$ cat src/rtl/tgf_pkg.sv
package tgf_pkg;
  localparam int FC_W  = 4;  // filter code width
  localparam int SH_W  = 3;  // divider shift width (0..5)
  localparam int LEN_W = 4;  // required sample count width (1..8)

  // log2 of the dead-time divider picked by a code
  function automatic logic [SH_W-1:0] fc_shift(input logic [FC_W-1:0] c);
    logic [SH_W-1:0] s;
    unique case (c)
      4'd4, 4'd5:          s = 3'd1;
      4'd6, 4'd7:          s = 3'd2;
      4'd8, 4'd9:          s = 3'd3;
      4'd10, 4'd11, 4'd12: s = 3'd4;
      4'd13, 4'd14, 4'd15: s = 3'd5;
      default:             s = 3'd0;
    endcase
    return s;
  endfunction

  // number of agreeing samples needed to flip the output
  function automatic logic [LEN_W-1:0] fc_len(input logic [FC_W-1:0] c);
    logic [LEN_W-1:0] n;
    unique case (c)
      4'd0:                       n = 4'd1;
      4'd1:                       n = 4'd2;
      4'd2:                       n = 4'd4;
      4'd10, 4'd13:               n = 4'd5;
      4'd4, 4'd6, 4'd8, 4'd11, 4'd14: n = 4'd6;
      default:                    n = 4'd8;
    endcase
    return n;
  endfunction

  function automatic logic fc_kernel(input logic [FC_W-1:0] c);
    return (c == 4'd1) || (c == 4'd2) || (c == 4'd3);
  endfunction

  function automatic logic fc_bypass(input logic [FC_W-1:0] c);
    return c == '0;
  endfunction
endpackage

$ cat src/rtl/tgf_sampler.sv
module tgf_sampler
  import tgf_pkg::*;
#(
  parameter int DIV_W = 5
) (
  input  logic            clk,
  input  logic            rst_n,
  input  logic            clr,
  input  logic            kern_ce,
  input  logic            dts_ce,
  input  logic [FC_W-1:0] code,
  output logic            tick
);
  localparam logic [DIV_W-1:0] ALL_ONES = {DIV_W{1'b1}};

  logic [DIV_W-1:0] div_cnt;
  logic [DIV_W-1:0] div_last;
  logic             div_wrap;
  logic [SH_W-1:0]  sh;

  assign sh       = fc_shift(code);
  assign div_last = ALL_ONES >> (DIV_W - int'(sh));
  assign div_wrap = (div_cnt == div_last);
  assign tick     = fc_kernel(code) ? kern_ce : (dts_ce & div_wrap);

  always_ff @(posedge clk or negedge rst_n) begin
    if (!rst_n)      div_cnt <= '0;
    else if (clr)    div_cnt <= '0;
    else if (dts_ce) div_cnt <= div_wrap ? '0 : div_cnt + 1'b1;
  end

  // the divider never passes its last step
  p_div_bound_r9: assert property (@(posedge clk) disable iff (!rst_n)
    div_cnt <= div_last || $changed(code));
  // a clear request empties the divider
  p_div_clear_r8: assert property (@(posedge clk) disable iff (!rst_n)
    clr |=> div_cnt == '0);
endmodule

$ cat src/rtl/tgf_event_cnt.sv
module tgf_event_cnt
  import tgf_pkg::*;
(
  input  logic             clk,
  input  logic             rst_n,
  input  logic             clr,
  input  logic             tick,
  input  logic             bypass,
  input  logic [LEN_W-1:0] n_len,
  input  logic             sig_in,
  output logic             sig_out
);
  logic [LEN_W-1:0] run_cnt;
  logic             differs;
  logic             full;

  assign differs = (sig_in != sig_out);
  assign full    = (run_cnt == n_len - 1'b1);

  always_ff @(posedge clk or negedge rst_n) begin
    if (!rst_n) begin
      run_cnt <= '0;
      sig_out <= 1'b0;
    end else if (clr) begin
      run_cnt <= '0;
    end else if (tick) begin
      if (bypass) begin
        sig_out <= sig_in;
        run_cnt <= '0;
      end else if (!differs) begin
        run_cnt <= '0;
      end else if (full) begin
        sig_out <= ~sig_out;
        run_cnt <= '0;
      end else begin
        run_cnt <= run_cnt + 1'b1;
      end
    end
  end

  // without a sample the level holds
  p_hold_no_tick_r7: assert property (@(posedge clk) disable iff (!rst_n)
    !tick |=> $stable(sig_out));
  // bypass copies the sampled level
  p_bypass_copy_r2: assert property (@(posedge clk) disable iff (!rst_n)
    (tick && bypass && !clr) |=> sig_out == $past(sig_in));
  // the N-th differing sample flips the output
  p_flip_at_n_r6: assert property (@(posedge clk) disable iff (!rst_n)
    (tick && !bypass && !clr && differs && full) |=> sig_out != $past(sig_out));
  // an agreeing sample restarts the run
  p_agree_reset_r6: assert property (@(posedge clk) disable iff (!rst_n)
    (tick && !bypass && !clr && !differs) |=> run_cnt == '0);
endmodule

$ cat src/rtl/tgf_top.sv
module tgf_top
  import tgf_pkg::*;
#(
  parameter int DIV_W = 5
) (
  input  logic            clk,
  input  logic            rst_n,
  input  logic            kern_ce,
  input  logic            dts_ce,
  input  logic [FC_W-1:0] fcode,
  input  logic            sig_in,
  output logic            sig_out
);
  logic [FC_W-1:0] code_q;
  logic            code_chg;
  logic            tick;

  assign code_chg = (fcode != code_q);

  always_ff @(posedge clk or negedge rst_n) begin
    if (!rst_n) code_q <= '0;
    else        code_q <= fcode;
  end

  tgf_sampler #(.DIV_W(DIV_W)) u_smp (
    .clk    (clk),
    .rst_n  (rst_n),
    .clr    (code_chg),
    .kern_ce(kern_ce),
    .dts_ce (dts_ce),
    .code   (fcode),
    .tick   (tick)
  );

  tgf_event_cnt u_cnt (
    .clk    (clk),
    .rst_n  (rst_n),
    .clr    (code_chg),
    .tick   (tick),
    .bypass (fc_bypass(fcode)),
    .n_len  (fc_len(fcode)),
    .sig_in (sig_in),
    .sig_out(sig_out)
  );

  // a code change never moves the output
  p_code_chg_hold_r8: assert property (@(posedge clk) disable iff (!rst_n)
    code_chg |=> $stable(sig_out));
endmodule

$ cat config.mk
export PLATFORM = sky130hd
export DESIGN_NAME = tgf_top
export DESIGN_NICKNAME = d
export VERILOG_FILES = /design/src/rtl/tgf_pkg.sv /design/src/rtl/tgf_sampler.sv /design/src/rtl/tgf_event_cnt.sv /design/src/rtl/tgf_top.sv
export SDC_FILE = /design/constraint.sdc
export NUM_CORES = 1
export LEC_CHECK = 0
export ABC_AREA = 1
export BUFFER_PORTS_ARGS = -buffer_cell sky130_fd_sc_hd__buf_4
export CAP_MARGIN = 20
export CORE_MARGIN = 3
export CORE_UTILIZATION = 35
export CTS_BUF_LIST = sky130_fd_sc_hd__clkbuf_8 sky130_fd_sc_hd__clkbuf_16
export CTS_CLUSTER_DIAMETER = 120
export DETAILED_ROUTE_END_ITERATION = 12
export GPL_ROUTABILITY_DRIVEN = 0
export PLACE_DENSITY_LB_ADDON = 0.2
export SYNTH_ARGS = -nofsm -noshare
export SYNTH_HDL_FRONTEND = slang
export SYNTH_SLANG_ARGS = --single-unit
$ cat constraint.sdc
create_clock -name clk -period 1.6 [get_ports clk]
set_input_delay 0.16 -clock clk [delete_from_list [all_inputs] [get_ports clk]]
set_output_delay 0.16 -clock clk [all_outputs]
set_load 0.03 [all_outputs]
==> results.py, run 1 <==
metrics = {
    "status": {
        "status": "completed",
    },
    "finish": {
        "finalNetCount": 251,
        "areaGrowthSynthToFinish_pct": 37.2,
        "multiInputGateArea_um2": 988,
        "design_area_mm2": 0.00183,
        "drive_gt1_share_pct": 37.4,
        "fillCellCount": 344,
        "regArea_um2": 350,
        "n_antenna_cell": 0,
        "fin_util_pct": 52.4,
    },
    "synthesis": {
        "synth-main-ff-cell": "dfrtp_1",
        "synthArstFlopShare_pct": 100,
        "ys_warn_count": 0,
        "synth_area_leaders": "dfrtp_1 (26%), nand2_1 (13%), nand3_1 (10%)",
        "synth_top_area_share_pct": 26.2,
        "ys_top_cells_by_count": "nand2_1 (48), inv_1 (27), nand3_1 (27), nor2_1 (15), dfrtp_1 (14)",
        "yosysUniqueCellTypes": 23,
        "synth_nets": 214,
        "synth_area_mm2": 0.00134,
        "synth_edf_count": 0,
        "synthCells": 195,
        "ys_ff_latch": 14,
        "syn_avg_cell_area_um2": 6.85,
        "synth.most_common_cell": "nand2_1",
        "synth_top_cell_by_area": "dfrtp_1",
        "synth.yosys.seq_area_share_pct": 26.2,
    },
    "floorplan": {
        "die_w_um": 67.8,
        "ioPinCount": 10,
        "die_h_um": 67.8,
        "core_area_mm2": 0.00349,
        "rows": 21,
        "initial_core_util_pct": 38.2,
        "die_area_mm2": 0.00459,
    },
    "worst_setup_path": {
        "path_class": "in -> reg",
        "endpoint_kind": "flop",
        "required_ns": 1.72,
        "crit_path_top_delay_cell": "ha_4",
        "critPathBufInv": 3,
        "cp_cell_sequence": "buf_4, o21ai_4, nand2_2, inv_2, ha_4, nand2_4, nor2_1, nand2_1, nand3_1, inv_1, nand3_2, nor2_4, nand2_4, nand2_4, nand3_2, nand2_1, nand2_1",
        "cp_data_arrival_time_ns": 1.70,
        "reg2reg_setup_slack_ns": 0.06,
        "slowest_delay_ns": 0.21,
        "path_delay_family": "simple AND/OR/NAND/NOR gates",
        "cp_max_fo": 5,
        "critPathLaunchType": "input pin",
    },
    "placed_design": {
        "place_area_mm2": 0.00161,
        "hpwl_um": 2340,
        "portBuffers": 9,
        "place_ws_ns": -0.250,
    },
    "min_path": {
        "hold_path.class": "in -> reg",
    },
    "sta": {
        "tightest_slew_ns": 0.285,
        "rsz0062_at_grt": "yes",
        "drv_slew": 0,
        "fin_skew_ns": 0.00218,
        "whs_ns": 0.170,
        "max_slew_margin_pct": 80.8,
        "setup_ws_ns": 0.0232,
        "hold_viol_final": 0,
        "period_minus_slack_ns": 1.58,
        "setup_viol": 0,
        "max_freq_mhz": 634,
        "fin_crit_sh_pct": 98.6,
    },
    "power_and_ir_drop": {
        "leakage_uw": 0.000890,
        "ir_worst_vdd_mv": 0.591,
        "power.density_mw_per_mm2": 547,
        "finalPower_uw": 1000,
    },
    "global_route": {
        "met1_usage_pct": 19.8,
        "busiest_layer": "met2",
        "overflow": 0,
        "grt_pass1_wl_um": 5370,
        "grt_pass1_vias": 1277,
        "grtUsageTotal_pct": 15.0,
        "grtUsageMet2_pct": 26.1,
        "grt_max_degree": 15,
        "use_met3_pct": 1.50,
        "antenna_found_initial": 0,
    },
    "routing": {
        "drc": 0,
        "dr.first_iter.drc_count": 58,
        "wl_um": 3010,
        "via_count": 1284,
        "viasPerCell": 4.65,
        "drt-pass1-iter-count": 4,
        "routedWlPerCell_um": 10.9,
        "antenna_left": 0,
    },
    "cts": {
        "cts_max_path_buffers": 2,
        "clk_pin_slew_ns": 0.06,
        "clock_sinks": 14,
        "htree_levels": 1,
        "cts-root-buf": "clkbuf_8",
        "cts_buffers": 3,
        "cts_tree": "done",
        "clk_latency_ns": 0.24,
    },
    "flow_run": {
        "maxCapViolations": 0,
    },
}
[report_power, final]
part           switching (uW)  internal, uW
Clock                     115           166
Sequential               6.31           362
Combinational             200           154
[per-stage QoR]
step / cells / setup TNS [ns]
floorplan: 195 / 0
global placement: 268 / -1.70
detailed placement: 268 / -1.68
CTS: 273 / 0
global route: 276 / -0.582
finish: 276 / 0
[registers in the layout, indices dropped and copies added (netlist names)]
name           count
code_q             4
u_cnt.run_cnt      4
u_smp.div_cnt      5
u_cnt.sig_out      1
[worst reg2reg max path, cell delays in order, from the launching register on]
cell	delay [ns]
dfrtp_1	0.36
or2_2	0.28
a21oi_2	0.13
nand2_1	0.11
inv_2	0.09
nand3_1	0.09
o21ai_0	0.14
nand3_2	0.10
nand2_1	0.07
nand2_1	0.05
[metal layers]
metal	up-vias	wire length, um
met5	-	0
met1	576	1450
met3	2	40
li1	695	-
met2	11	1500
met4	0	14
[final timing paths]
check / start / endpoint / cells past startpoint
worst min-delay path: fcode[1] / code_q[1] / 2
worst max register to register: code_q[0] / u_cnt.sig_out / 9
worst min register to register: u_cnt.sig_out / u_cnt.sig_out / 2
max in group asynchronous: rst_n / u_smp.div_cnt[3] / 2
worst max-delay path: fcode[2] / u_cnt.sig_out / 17
min in group asynchronous: rst_n / u_smp.div_cnt[0] / 2
[area by class of cell]
| cell class | instances | share of cell area, % |
|---|---|---|
| inverters | 30 | 6.56 |
| well taps | 46 | 3.14 |
| repair buffers | 34 | 15.0 |
| clock buffers | 3 | 2.25 |
| flip-flops and latches | 14 | 19.1 |
| multi-input cells | 149 | 54.0 |
[placed cells by master, fill, tap and decap left out, drive strengths merged, types with 2 or more instances in the layout]
cell type / n
a21oi: 2
buf: 33
clkbuf: 3
clkinvlp: 2
dfrtp: 14
ha: 10
inv: 28
nand2: 58
nand3: 31
nand4: 4
nor2: 17
o21ai: 11
o22ai: 3
or2: 2
xnor2: 3
xor2: 6
[timing repair]
item / 4_1_cts / 5_1_grt
setup endpoints to repair: 2 / 10
hold buffers: 1 / 0
gates cloned: 0 / 0
hold endpoints to repair: 14 / 0
resized for setup: 1 / 37
pin swaps: 1 / 23
buffers inserted: 1 / 3
[cell families (layout without fill, tap and decap cells)]
family          count (synthesis)  count (layout)  synth area share [%]
flops                          14              14                  26.2
xor+xnor                        9               9                  5.90
buf+inv                        32              67                  10.1
fa+ha+maj                      10              10                  9.37
simple gates                  113             113                  41.5
compound gates                 17              17                  6.84
(Power assumes the default switching activity.)
==> run 2, diff against run 1 <==
- ABC_AREA: 1 -> default
- PLACE_DENSITY_LB_ADDON: 0.2 -> default
==> run 2 against run 1 <==
  * The flow now finishes with violations (setup timing)
  * Via count decreased by 19%
  * Combinational power decreased by 8.5%
  * Synthesized cell count decreased by 38%
  * Clock skew about the same
  * Utilization increased by 4.6 points
  * Fmax decreased by 28%
  * Non-clock buffer count increased by 9
  * Sequential power about the same
  * Flip-flop and latch count unchanged
  * Clock power increased by 27%
  * Largest cell class unchanged
==> results.py, run 2 <==
metrics = {
    "power_and_ir_drop": {
        "finalPower_uw": 1040,
        "leakage_uw": 0.000813,
        "ir_worst_vdd_mv": 0.409,
        "power.switching_uw": 292,
        "seqPwrFrac_pct": 34.9,
        "p_clk_share_pct": 34.2,
        "intPower_uw": 752,
        "power.density_mw_per_mm2": 586,
        "power_frac_comb_pct": 30.9,
        "p_sw_share_pct": 27.9,
    },
    "finish": {
        "layout_commonest_cell": "buf_4",
        "n_antenna_cell": 0,
        "regArea_um2": 350,
        "largest_register_ffs": 5,
        "multiInputGateArea_um2": 895,
        "fin_util_pct": 57.0,
        "reg.largest.list": "u_smp.div_cnt x5, code_q x4, u_cnt.run_cnt x4",
        "finalNetCount": 185,
        "fillCellCount": 285,
        "top_register": "u_smp.div_cnt",
        "areaGrowthSynthToFinish_pct": 52.7,
        "design_area_mm2": 0.00178,
        "final_cell_mix": "buf_4 (36), dfrtp_1 (14), nand2_1 (9)",
        "drive_gt1_share_pct": 47.3,
    },
    "worst_setup_path": {
        "cp_cell_sequence": "buf_12, inv_12, ha_4, inv_2, mux4_2, or3_4, and2_4, o41ai_4, buf_4, nand3b_1, o221ai_1",
        "required_ns": 1.72,
        "cp_max_fo": 5,
        "reg2reg_depth": 6,
        "critPathLaunchType": "input pin",
        "path_class": "in -> reg",
        "endpoint_kind": "flop",
        "slowest_delay_ns": 0.49,
        "cp_data_arrival_time_ns": 2.30,
        "crit_path_top_delay_cell": "mux4_2",
    },
    "routing": {
        "dr.first_iter.drc_count": 19,
        "via_count": 1038,
        "drc": 0,
        "antenna_left": 0,
        "top_layer_used": "met4",
        "m1WireLength_um": 1150,
        "met3WireLength_um": 45,
        "drt-pass1-iter-count": 4,
        "wl_met2_um": 1430,
        "viasPerCell": 4.97,
        "routedWlPerCell_um": 12.9,
        "wl_um": 2700,
    },
    "synthesis": {
        "ys_ff_latch": 14,
        "ys_warn_count": 0,
        "synth-main-ff-cell": "dfrtp_1",
        "synth_top_cell_by_area": "dfrtp_1",
        "ys_top_cells_by_count": "dfrtp_1 (14), ha_1 (10), nand2_1 (9), inv_1 (8), xor2_1 (8)",
        "synth.most_common_cell": "dfrtp_1",
        "synthCells": 120,
        "synthArstFlopShare_pct": 100,
        "synth_area_mm2": 0.00117,
        "yosysUniqueCellTypes": 41,
        "synth_nets": 139,
        "syn_avg_cell_area_um2": 9.73,
        "synth_edf_count": 0,
        "synth.yosys.seq_area_share_pct": 30.0,
        "synth_top_area_share_pct": 30.0,
        "synth_area_leaders": "dfrtp_1 (30%), ha_1 (11%), xor2_1 (6.0%)",
    },
    "status": {
        "violations": "setup timing",
        "status": "finished with violations",
    },
    "global_route": {
        "grt_pass1_wl_um": 4930,
        "grtUsageTotal_pct": 15.3,
        "grt_pass1_vias": 1145,
        "grt_max_degree": 15,
        "antenna_found_initial": 0,
        "overflow": 0,
    },
    "placed_design": {
        "hpwl_um": 2120,
        "portBuffers": 9,
        "place_area_mm2": 0.00153,
    },
    "sta": {
        "max_slew_margin_pct": 73.4,
        "fin_skew_ns": 0.00253,
        "setup_ws_ns": -0.587,
        "fin_crit_sh_pct": 137,
        "hold_viol_final": 0,
        "rsz0062_at_grt": "yes",
        "drv_slew": 0,
        "max_freq_mhz": 457,
        "setup_viol": 10,
        "tightest_slew_ns": 0.395,
        "period_minus_slack_ns": 2.19,
    },
    "min_path": {
        "hold_path.class": "in -> reg",
        "holdPathStages": 1,
    },
    "floorplan": {
        "ioPinCount": 10,
        "die_area_mm2": 0.00406,
        "initial_core_util_pct": 37.3,
        "die_w_um": 63.8,
        "die_h_um": 63.8,
        "core_area_mm2": 0.00313,
        "rows": 20,
    },
    "cts": {
        "cts_tree": "done",
        "htree_levels": 1,
        "cts-root-buf": "clkbuf_8",
        "cts_max_path_buffers": 2,
        "clk_latency_ns": 0.25,
        "clock_sinks": 14,
        "cts_buffers": 3,
        "clk_pin_slew_ns": 0.06,
    },
    "flow_run": {
        "maxCapViolations": 0,
    },
}
## run 2: cell types whose count changed in the layout (fill, tap and decap cells not counted), moves of 6 or more
cell / change
inv_2: -7
nand2_2: -9
nand2_1: -36
o21ai_1: -6
nand3_1: -15
nor2_1: -9
inv_1: -14
nand3_2: -9
## run 2: power by group through the flow
stage | logic, uW | registers, uW | clock network (uW)
floorplan | 164 | 374 | 0
global placement | 256 | 371 | 0
detailed placement | 265 | 371 | 0
CTS | 306 | 365 | 372
global route | 352 | 365 | 389
finish | 323 | 365 | 357
## run 2: repair_timing
action,CTS,global route
endpoints found under the hold margin,14,0
setup buffers,4,4
setup endpoints to repair,10,10
resized for setup,21,8
hold buffers,1,0
pin swaps,9,2
## run 2: cell families (layout without fill, tap and decap cells)
logic type / count (synthesis) / count (layout) / synth area share, %
XOR/XNOR: 11 / 11 / 8.25
multiplexers: 7 / 7 / 9.97
AO/OA/AOI/OAI: 25 / 25 / 15.6
adder cells (fa/ha/maj): 10 / 10 / 10.7
flip-flops: 14 / 14 / 30.0
buffers and inverters: 11 / 56 / 3.54
AND/OR/NAND/NOR: 42 / 42 / 21.9
## run 2: worst paths after layout
kind	from	endpoint	slack [ns]
worst min register to register	u_cnt.sig_out	u_cnt.sig_out	0.56
min in group asynchronous	rst_n	u_cnt.run_cnt[0]	0.30
worst min-delay path	fcode[0]	code_q[0]	0.05
worst max register to register	u_cnt.run_cnt[1]	u_cnt.run_cnt[2]	-0.10
max in group asynchronous	rst_n	u_smp.div_cnt[4]	1.11
worst max-delay path	fcode[0]	u_cnt.run_cnt[2]	-0.59
## run 2: area by class of cell
class | instances | area share (%)
Inverter | 9 | 3.30
Sequential cell | 14 | 19.6
Timing Repair Buffer | 43 | 20.7
Clock buffer | 4 | 3.09
Tap cell | 44 | 3.09
Multi-Input combinational cell | 95 | 50.2
## run 2: through the flow
stage	instances	setup slack (ns)	hold slack, ns	setup TNS, ns
detailed placement	196	-0.880	0.0280	-7.19
CTS	205	-0.568	0.0449	-3.46
floorplan	120	-0.642	-0.136	-4.03
global placement	196	-0.821	0.0251	-6.63
finish	209	-0.587	0.0532	-3.60
global route	209	-0.650	0.0406	-4.40
## run 2: critical path, delay by kind of cell
family / cells / cell delay [ns]
compound gates: 2 / 0.40
buf+inv: 4 / 0.35
fa+ha+maj: 1 / 0.25
mux: 1 / 0.49
simple gates: 3 / 0.64
## run 2: per-layer routing
metal / up-vias / track usage (%)
met5: - / 0
met4: 0 / 5.93
met3: 8 / 3.34
met2: 11 / 26.9
met1: 499 / 18.0
li1: 520 / -
==> run 3, diff against run 2 <==
- CORE_UTILIZATION: 35 -> 58
- PLACE_DENSITY: default -> 0.78
==> run 3 against run 2 <==
  * Synthesized cell count stayed put
  * Area after synthesis did not move
  * The run now fails in global routing (5_1_grt)
==> results.py, run 3 <==
metrics = {
    "synthesis": {
        "synth-main-ff-cell": "dfrtp_1",
        "synthArstFlopShare_pct": 100,
        "synth_xor_area_share_pct": 8.25,
        "ys_ff_latch": 14,
        "synthSimpleGateAreaFrac_pct": 21.9,
        "synth-compound-area-share_pct": 15.6,
        "synth_nets": 139,
        "ys_warn_count": 0,
        "synth.most_common_cell": "dfrtp_1",
        "synthCells": 120,
        "synth_top_area_share_pct": 30.0,
        "ys_top_cells_by_count": "dfrtp_1 (14), ha_1 (10), nand2_1 (9), inv_1 (8), xor2_1 (8)",
        "syn_avg_cell_area_um2": 9.73,
        "yosysUniqueCellTypes": 41,
        "synth_top_cell_by_area": "dfrtp_1",
        "synth_top_family_by_area": "simple AND/OR/NAND/NOR gates",
        "synth_area_leaders": "dfrtp_1 (30%), ha_1 (11%), xor2_1 (6.0%)",
        "synth.yosys.seq_area_share_pct": 30.0,
        "synth_area_mm2": 0.00117,
        "synth_edf_count": 0,
        "synth_mux_area_share_pct": 9.97,
        "synth_fa_ha_area_share_pct": 10.7,
    },
    "status": {
        "stop_error": "[ERROR DPL-0033] detailed placement checks failed during check placement.",
        "status": "stopped before the end",
        "haltStage": "global routing (5_1_grt)",
    },
    "cts": {
        "clock_sinks": 14,
        "htree_levels": 1,
        "cts_buffers": 3,
        "cts_max_path_buffers": 2,
        "cts-root-buf": "clkbuf_8",
    },
    "floorplan": {
        "die_w_um": 50.9,
        "die_h_um": 50.9,
        "ioPinCount": 10,
        "rows": 15,
        "initial_core_util_pct": 64.1,
    },
    "sta": {
        "worst-ep-kind": "register data pin",
        "worst_endpoint": "u_cnt.run_cnt[2]$_DFFE_PN0P_/D",
    },
    "placed_design": {
        "place_ws_ns": -0.882,
        "hpwl_um": 2210,
        "portBuffers": 9,
    },
    "global_route": {
        "antenna_found_initial": 0,
        "grt_max_degree": 15,
    },
}
-- run 3: cell counts after synthesis --
No cell type changed its count.
-- run 3: cells by family after synthesis --
logic type | after synthesis
AND/OR/NAND/NOR | 42
AO/OA/AOI/OAI | 25
adder cells (fa/ha/maj) | 10
XOR/XNOR | 11
multiplexers | 7
buffers and inverters | 11
flip-flops | 14
-- run 3: through the flow --
| step | utilization, % | hold WS, ns | instances | cell area [um^2] |
|---|---|---|---|---|
| 3_3_place_gp | 84.0 | 0.0151 | 180 | 1530 |
| 4_1_cts | 92.9 | 0.0594 | 187 | 1690 |
| 3_5_place_dp | 84.0 | 0.0175 | 180 | 1530 |
| 2_1_floorplan | - | -0.136 | 120 | 1250 |
-- run 3: repair_timing --
action,CTS
hold endpoints to repair,14
hold buffers,1
setup buffers,3
resized for setup,21
setup endpoints to repair,10
pin swaps,8
==> run 4, diff against run 3 <==
- CORE_AREA: default -> 3 3 64 66
- CORE_MARGIN: 3 -> default
- CORE_UTILIZATION: 58 -> default
- CTS_BUF_LIST: sky130_fd_sc_hd__clkbuf_8 sky130_fd_sc_hd__clkbuf_16 -> default
- CTS_CLUSTER_DIAMETER: 120 -> default
- DIE_AREA: default -> 0 0 67 69
- PLACE_DENSITY: 0.78 -> default
- PLACE_DENSITY_LB_ADDON: default -> 0.15
==> run 4 against run 3 <==
  * The flow now finishes, with violations (setup timing)
==> results.py, run 4 (synthesis gave the netlist of run 2 again) <==
metrics = {
    "finish": {
        "drive_gt1_share_pct": 46.9,
        "top_register": "u_smp.div_cnt",
        "final_cell_mix": "buf_4 (33), dfrtp_1 (14), nand2_1 (9)",
        "finalNetCount": 182,
        "largest_register_ffs": 5,
        "layout_commonest_cell": "buf_4",
        "n_antenna_cell": 0,
        "fin_util_pct": 48.7,
        "areaGrowthSynthToFinish_pct": 51.7,
        "fillCellCount": 364,
        "reg.largest.list": "u_smp.div_cnt x5, code_q x4, u_cnt.run_cnt x4",
    },
    "global_route": {
        "grt_pass1_vias": 1102,
        "met1_usage_pct": 17.7,
        "grtUsageMet2_pct": 22.2,
        "antenna_found_initial": 0,
        "grtUsageTotal_pct": 13.1,
        "busiest_layer": "met2",
        "use_met3_pct": 2.44,
        "grt_pass1_wl_um": 4930,
        "grt_max_degree": 15,
        "overflow": 0,
    },
    "cts": {
        "cts_buffers": 3,
        "cts_max_path_buffers": 2,
        "cts-root-buf": "clkbuf_8",
        "cts_tree": "done",
        "clock_sinks": 14,
        "clk_pin_slew_ns": 0.07,
        "clk_latency_ns": 0.25,
        "htree_levels": 1,
    },
    "sta": {
        "fin_skew_ns": 0.00297,
        "max_freq_mhz": 468,
        "whs_ns": 0.0725,
        "setup_ws_ns": -0.538,
        "tightest_slew_ns": 0.345,
        "setup_viol": 10,
        "hold_viol_final": 0,
        "rsz0062_at_grt": "yes",
        "max_slew_margin_pct": 76.9,
        "period_minus_slack_ns": 2.14,
        "fin_crit_sh_pct": 134,
        "drv_slew": 0,
    },
    "floorplan": {
        "initial_core_util_pct": 32.1,
        "die_h_um": 69,
        "core_area_mm2": 0.00363,
        "ioPinCount": 10,
        "die_w_um": 67,
        "rows": 22,
        "die_area_mm2": 0.00462,
    },
    "placed_design": {
        "hpwl_um": 2070,
        "portBuffers": 9,
    },
    "power_and_ir_drop": {
        "power.density_mw_per_mm2": 588,
        "finalPower_uw": 1040,
        "ir_worst_vdd_mv": 0.294,
        "leakage_uw": 0.000800,
    },
    "status": {
        "status": "finished with violations",
        "violations": "setup timing",
    },
    "routing": {
        "wl_um": 2660,
        "routedWlPerCell_um": 12.7,
        "drt-pass1-iter-count": 3,
        "viasPerCell": 4.93,
        "antenna_left": 0,
        "drc": 0,
        "via_count": 1035,
        "dr.first_iter.drc_count": 44,
    },
    "worst_setup_path": {
        "critPathLaunchType": "input pin",
        "endpoint_kind": "flop",
        "path_class": "in -> reg",
        "cp_max_fo": 4,
        "cp_data_arrival_time_ns": 2.27,
        "required_ns": 1.73,
    },
    "min_path": {
        "hold_path.class": "in -> reg",
    },
    "flow_run": {
        "maxCapViolations": 0,
    },
}
-- run 4: critical path, stage by stage --
cell and delay (ns):
buf_12 0.10, inv_12 0.03, ha_4 0.26, inv_2 0.03, mux4_2 0.49, or3_4 0.35
and2_4 0.17, o41ai_4 0.25, nand3_2 0.12, mux2_4 0.30
-- run 4: path summary, 6_finish.rpt --
path                                  startpoint  cells past startpoint          endpoint  slack, ns
worst min-delay path                    fcode[3]                      1         code_q[3]       0.07
min in group asynchronous                  rst_n                      2         code_q[2]       0.31
max in group asynchronous                  rst_n                      2  u_smp.div_cnt[2]       1.11
worst max-delay path                    fcode[0]                     10     u_cnt.sig_out      -0.54
worst max register to register  u_smp.div_cnt[4]                      6     u_cnt.sig_out      -0.08
worst min register to register     u_cnt.sig_out                      1     u_cnt.sig_out       0.57
-- run 4: where the power goes --
group	switching (uW)	leakage (uW)	total (uW)	internal, uW
Clock	145	0.0000288	363	218
Combinational	147	0.000585	312	165
Sequential	3.72	0.000186	365	361
-- run 4: metrics by stage --
stage	cell area, um^2	std cells	worst slack [ns]	setup TNS (ns)
after detailed placement	1550	202	-0.855	-6.92
final	1770	210	-0.538	-3.63
after global placement	1550	202	-0.824	-6.63
after global routing	1770	210	-0.616	-4.61
after floorplan	1250	120	-0.642	-4.03
after CTS	1740	209	-0.523	-3.46
-- run 4: timing repair --
item / 4_1_cts / 5_1_grt
hold buffers: 1 / 0
endpoints found under the setup margin: 10 / 10
cloned: 0 / 0
endpoints found under the hold margin: 14 / 0
pin swaps: 13 / 9
buffers inserted: 2 / 1
resized for setup: 25 / 6
-- run 4: final cells by class --
| type | instances | area (um^2) | area share [%] |
|---|---|---|---|
| multi-input combinational | 95 | 903 | 51.0 |
| sequential | 14 | 350 | 19.8 |
| timing repair buffer | 40 | 343 | 19.4 |
| tap | 48 | 60.1 | 3.39 |
| inverter | 9 | 58.8 | 3.32 |
| clock buffer | 4 | 55.1 | 3.11 |
-- run 4: routing by layer --
layer | share of wire (%) | vias up
met5 | 0 | -
met4 | 0 | 0
met3 | 1.1 | 0
met2 | 52 | 3
met1 | 47 | 522
li1 | - | 510
